===== src/rtl/crs_pkg.sv =====
package crs_pkg;
  typedef struct packed {
    logic spd_100;
    logic full_dup;
    logic tx_crs_dis;
  } link_mode_t;

  function automatic logic tx_crs_allowed(link_mode_t m);
    return !m.full_dup && (m.spd_100 || !m.tx_crs_dis);
  endfunction

  function automatic logic lpbk_allowed(link_mode_t m);
    return !m.full_dup && !m.spd_100 && !m.tx_crs_dis;
  endfunction
endpackage


===== src/rtl/crs_mode_dec.sv =====
module crs_mode_dec
  import crs_pkg::*;
(
  input  link_mode_t mode_i,
  output logic       tx_crs_en_o,
  output logic       lpbk_en_o
);
  assign tx_crs_en_o = tx_crs_allowed(mode_i);
  assign lpbk_en_o   = lpbk_allowed(mode_i);
endmodule


===== src/rtl/crs_hold_ctr.sv =====
module crs_hold_ctr #(
  parameter int unsigned HOLD_CYC = 2
) (
  input  logic clk_i,
  input  logic rst_ni,
  input  logic act_i,
  output logic hold_o
);
  localparam int unsigned CW = (HOLD_CYC > 0) ? $clog2(HOLD_CYC + 1) : 1;
  localparam logic [CW-1:0] LOAD = CW'(HOLD_CYC);

  logic [CW-1:0] cnt_q;

  always_ff @(posedge clk_i or negedge rst_ni) begin
    if (!rst_ni)             cnt_q <= '0;
    else if (act_i)          cnt_q <= LOAD;
    else if (cnt_q != '0)    cnt_q <= cnt_q - 1'b1;
  end

  // rise with no delay, fall after HOLD_CYC idle edges
  assign hold_o = act_i | (cnt_q != '0);
endmodule


===== src/rtl/crs_lpbk_path.sv =====
module crs_lpbk_path #(
  parameter int unsigned DW = 4
) (
  input  logic          clk_i,
  input  logic          rst_ni,
  input  logic          sel_lpbk_i,
  input  logic          tx_en_i,
  input  logic [DW-1:0] txd_i,
  input  logic          rx_dv_line_i,
  input  logic [DW-1:0] rxd_line_i,
  output logic          rx_dv_o,
  output logic [DW-1:0] rxd_o
);
  logic          tx_en_q;
  logic [DW-1:0] txd_q;

  always_ff @(posedge clk_i or negedge rst_ni) begin
    if (!rst_ni) begin
      tx_en_q <= 1'b0;
      txd_q   <= '0;
    end else begin
      tx_en_q <= tx_en_i;
      txd_q   <= txd_i;
    end
  end

  assign rx_dv_o = sel_lpbk_i ? tx_en_q : rx_dv_line_i;
  assign rxd_o   = sel_lpbk_i ? txd_q   : rxd_line_i;
endmodule


===== src/rtl/crs_lpbk_ctrl.sv =====
module crs_lpbk_ctrl
  import crs_pkg::*;
#(
  parameter int unsigned HOLD_CYC = 2,
  parameter int unsigned DW       = 4
) (
  input  logic          clk_i,
  input  logic          rst_ni,
  input  logic          tx_en_i,
  input  logic [DW-1:0] txd_i,
  input  logic          rx_act_i,
  input  logic [DW-1:0] rxd_line_i,
  input  logic          rx_dv_line_i,
  input  logic          speed_100_i,
  input  logic          full_dup_i,
  input  logic          tx_crs_dis_i,
  output logic          crs_o,
  output logic          lpbk_en_o,
  output logic [DW-1:0] rxd_o,
  output logic          rx_dv_o
);
  localparam int unsigned NSRC = 2;  // 0: receive, 1: qualified transmit

  link_mode_t      mode;
  logic            tx_crs_en;
  logic [NSRC-1:0] src_act;
  logic [NSRC-1:0] src_hold;

  assign mode = '{spd_100: speed_100_i, full_dup: full_dup_i, tx_crs_dis: tx_crs_dis_i};

  crs_mode_dec i_mode_dec (
    .mode_i      (mode),
    .tx_crs_en_o (tx_crs_en),
    .lpbk_en_o   (lpbk_en_o)
  );

  assign src_act[0] = rx_act_i;
  assign src_act[1] = tx_en_i & tx_crs_en;

  for (genvar g = 0; g < NSRC; g++) begin : g_hold
    crs_hold_ctr #(.HOLD_CYC(HOLD_CYC)) i_hold (
      .clk_i  (clk_i),
      .rst_ni (rst_ni),
      .act_i  (src_act[g]),
      .hold_o (src_hold[g])
    );
  end

  assign crs_o = |src_hold;

  crs_lpbk_path #(.DW(DW)) i_path (
    .clk_i        (clk_i),
    .rst_ni       (rst_ni),
    .sel_lpbk_i   (lpbk_en_o),
    .tx_en_i      (tx_en_i),
    .txd_i        (txd_i),
    .rx_dv_line_i (rx_dv_line_i),
    .rxd_line_i   (rxd_line_i),
    .rx_dv_o      (rx_dv_o),
    .rxd_o        (rxd_o)
  );
endmodule


===== config.mk =====
export PLATFORM = sky130hd
export DESIGN_NAME = crs_lpbk_ctrl
export DESIGN_NICKNAME = d
export VERILOG_FILES = /design/src/rtl/crs_pkg.sv /design/src/rtl/crs_mode_dec.sv /design/src/rtl/crs_hold_ctr.sv /design/src/rtl/crs_lpbk_path.sv /design/src/rtl/crs_lpbk_ctrl.sv
export SDC_FILE = /design/constraint.sdc
export NUM_CORES = 1
export LEC_CHECK = 0
export CORE_AREA = 2 2 39 41
export DETAILED_ROUTE_END_ITERATION = 10
export DIE_AREA = 0 0 41 43
export HOLD_SLACK_MARGIN = 0.12
export PLACE_DENSITY = 0.77
export SKIP_CTS_REPAIR_TIMING = 1
export SLEW_MARGIN = 20
export SYNTH_ARGS = -nofsm -noshare
export SYNTH_HDL_FRONTEND = slang
export SYNTH_HIERARCHICAL = 1
export SYNTH_SLANG_ARGS = --single-unit

===== constraint.sdc =====
create_clock -name clk_i -period 1.75 [get_ports clk_i]
set_input_delay 0.2625 -clock clk_i [delete_from_list [all_inputs] [get_ports clk_i]]
set_output_delay 0.2625 -clock clk_i [all_outputs]
set_load 0.005 [all_outputs]

==> out/qor.txt <==
Arrival time worst endpoint: 1430 ps
Largest net degree at the start of global routing: 10
Most common flop cell mapped by yosys: dfrtp_1
H-tree levels: 1
Via count: 384
Clk buf depth: 2
Worst Setup End Kind: output pin
FFs w/ async S/R, synth: 1.00
Most common cell in the netlist: dfrtp_1
WHS: 299 ps
Initial antenna violation count: 0
Clk_lat worst skew: 250 ps
Core ar.: 1380 sq um
Global route overflow: 0
Critical-path maximum fanout: 2
Clock transition at path regs: 60 ps
Status: complete, no violations
Worst hold path class: in2async
Sequential-to-total area share from yosys stat: 0.513
Yosys warning total: 6
Die X: 41 microns
Vias/cell: 4.31
Final setup violation count: 0
Final Skew: 0.0129 ps
PortBufs: 22
Vias in the first global route: 422
Hpwl dp: 703 microns
Worst ir drop on vdd: 0.000404 V
Crit start category: input pin
Final worst setup slack: 55.4 ps
Die H: 43 microns
Num CTS Buffers: 3
Ports: 23
Crit Reg-Reg Startpoint: g_hold[0].i_hold/cnt_q[0]$_DFFE_PN0P_
Layout cells sized above 1: 0.274
Layout net count: 92
Slew Limit Fails: 0
Required @ worst endpoint: 1490 ps
Post-route clock period utilization: 0.968
Leading area contributor after synthesis: dfrtp_1
Setup WS pre-CTS: -371 ps
Reg-to-reg critical path endpoint: g_hold[0].i_hold/cnt_q[1]$_DFFE_PN0P_
Relative slew margins: 0.737
Root Driver: clkbuf_4
Drt pass-1 iters: 4
Routed len/inst: 10.0 microns
Total Routed Length: 894 microns
Reg-to-reg setup timing slack: 560 ps
Antenna-violating nets left: 0
Avg Cell Area, Syn: 11.9 sq um
Yosys reg bits: 9
Overall global routing resource usage: 0.134
Largest cells by area after synthesis: dfrtp_1 51%, mux2_2 13%, or2b_1 6.8%
P&R area growth vs syn: 85.8%
Slew @ Worst Pin: 393 ps
Post-synth EDFFs: 0
Post-synth top area share: 0.513
Worst reg-to-reg path cell count: 5
Antenna Cells: 0
Max Cap Viol: 0
Fin area: 816 sq um
Synth Instances: 37
DRC viols: 0
PwrDens: 905 nW/um^2
RSZ-0062 raised after global routing: true
Placed cell area: 717 sq um
Global-route wire length before repair: 1.59 mm
CTS tree: built
Static Leak: 0.443 nW
Drt first-iter violations: 2
FMAX: 0.590 GHz
Synth cell types: 13
Synthesized area: 439 sq um
Initial Utilization: 0.317
Global placer's final weighted congestion: 0.741
Clock sinks: 9
Period minus WS final: 1690 ps
Synthesized Nets: 55
FP Rows: 14
Final Hold Viols: 0
Critical path class: in2out
Synth cell count leaders: 9 x dfrtp_1, 5 x inv_1, 5 x mux2_2
Die area: 1760 sq um
## worst max-delay path: stages
cell	delay, ps
clkdlybuf4s50_1	420
and2_1	180
or2b_1	210
or2_1	210
dlymetal6s2s_1	140
## flip-flops by register name, summed over array words and instances, names as in the netlist
name	count
g_hold.i_hold/cnt_q	4
i_path/txd_q	4
i_path/tx_en_q	1
## worst max path at each step
stage	from	endpoint	depth (start not counted)
2_1_floorplan	g_hold[1].i_hold/cnt_q[0]$_DFFE_PN0P_	crs_o	4
3_3_place_gp	tx_crs_dis_i	crs_o	6
3_5_place_dp	tx_crs_dis_i	crs_o	6
4_1_cts	tx_crs_dis_i	crs_o	6
5_1_grt	g_hold[1].i_hold/cnt_q[0]$_DFFE_PN0P_	crs_o	5
6_report	tx_en_i	crs_o	5
## power by group
| group | switching, mW | internal [mW] | leakage [nW] |
|---|---|---|---|
| clock network | 0.0668 | 0.0875 | 0.0150 |
| logic | 0.114 | 0.187 | 0.324 |
| registers | 0.0242 | 0.259 | 0.104 |
## kinds of logic after synthesis
kind of cell	share of synthesized area
buffers and inverters	0.0427
adders and majority gates	0.0570
AOI/OAI and AO/OA	0.0541
DFF	0.513
and+or+nand+nor	0.165
xor gates and xnor gates	0.0399
muxes	0.128
## final cells by class
type | instances | area (sq um)
tap | 16 | 20.0
clock buffer | 4 | 26.3
timing repair buffer | 32 | 330
sequential | 9 | 225
fill | 124 | 568
multi-input combinational | 23 | 195
inverter | 5 | 18.8
## through the flow
stage          power [mW]  instances   util  setup TNS (ps)
2_1_floorplan       0.459         37      -               0
3_3_place_gp        0.572         80  0.518           -2080
3_5_place_dp        0.592         80  0.518           -2050
4_1_cts             0.753         84  0.537           -2090
5_1_grt             0.811         89  0.590           -43.4
6_report            0.738         89  0.590               0
## layer usage
metal / GRT usage / vias up / routed length, microns
met5: 0 / - / 0
met4: 0.0800 / 0 / 0
met3: 0.0157 / 0 / 44
met2: 0.219 / 15 / 522
met1: 0.157 / 180 / 326
li1: - / 189 / -
## cells in the final DEF (no fill, tap or decap), drive strengths merged, types with 2 or more instances in the layout
cell type / instances
clkdlybuf4s50: 13
buf: 10
dfrtp: 9
dlymetal6s2s: 9
inv: 5
mux2: 5
or2b: 4
clkbuf: 4
nand2b: 2
a21o: 2
xor2: 2
nor2: 2
ha: 2
Note: power is estimated with default switching activity, not from simulation.
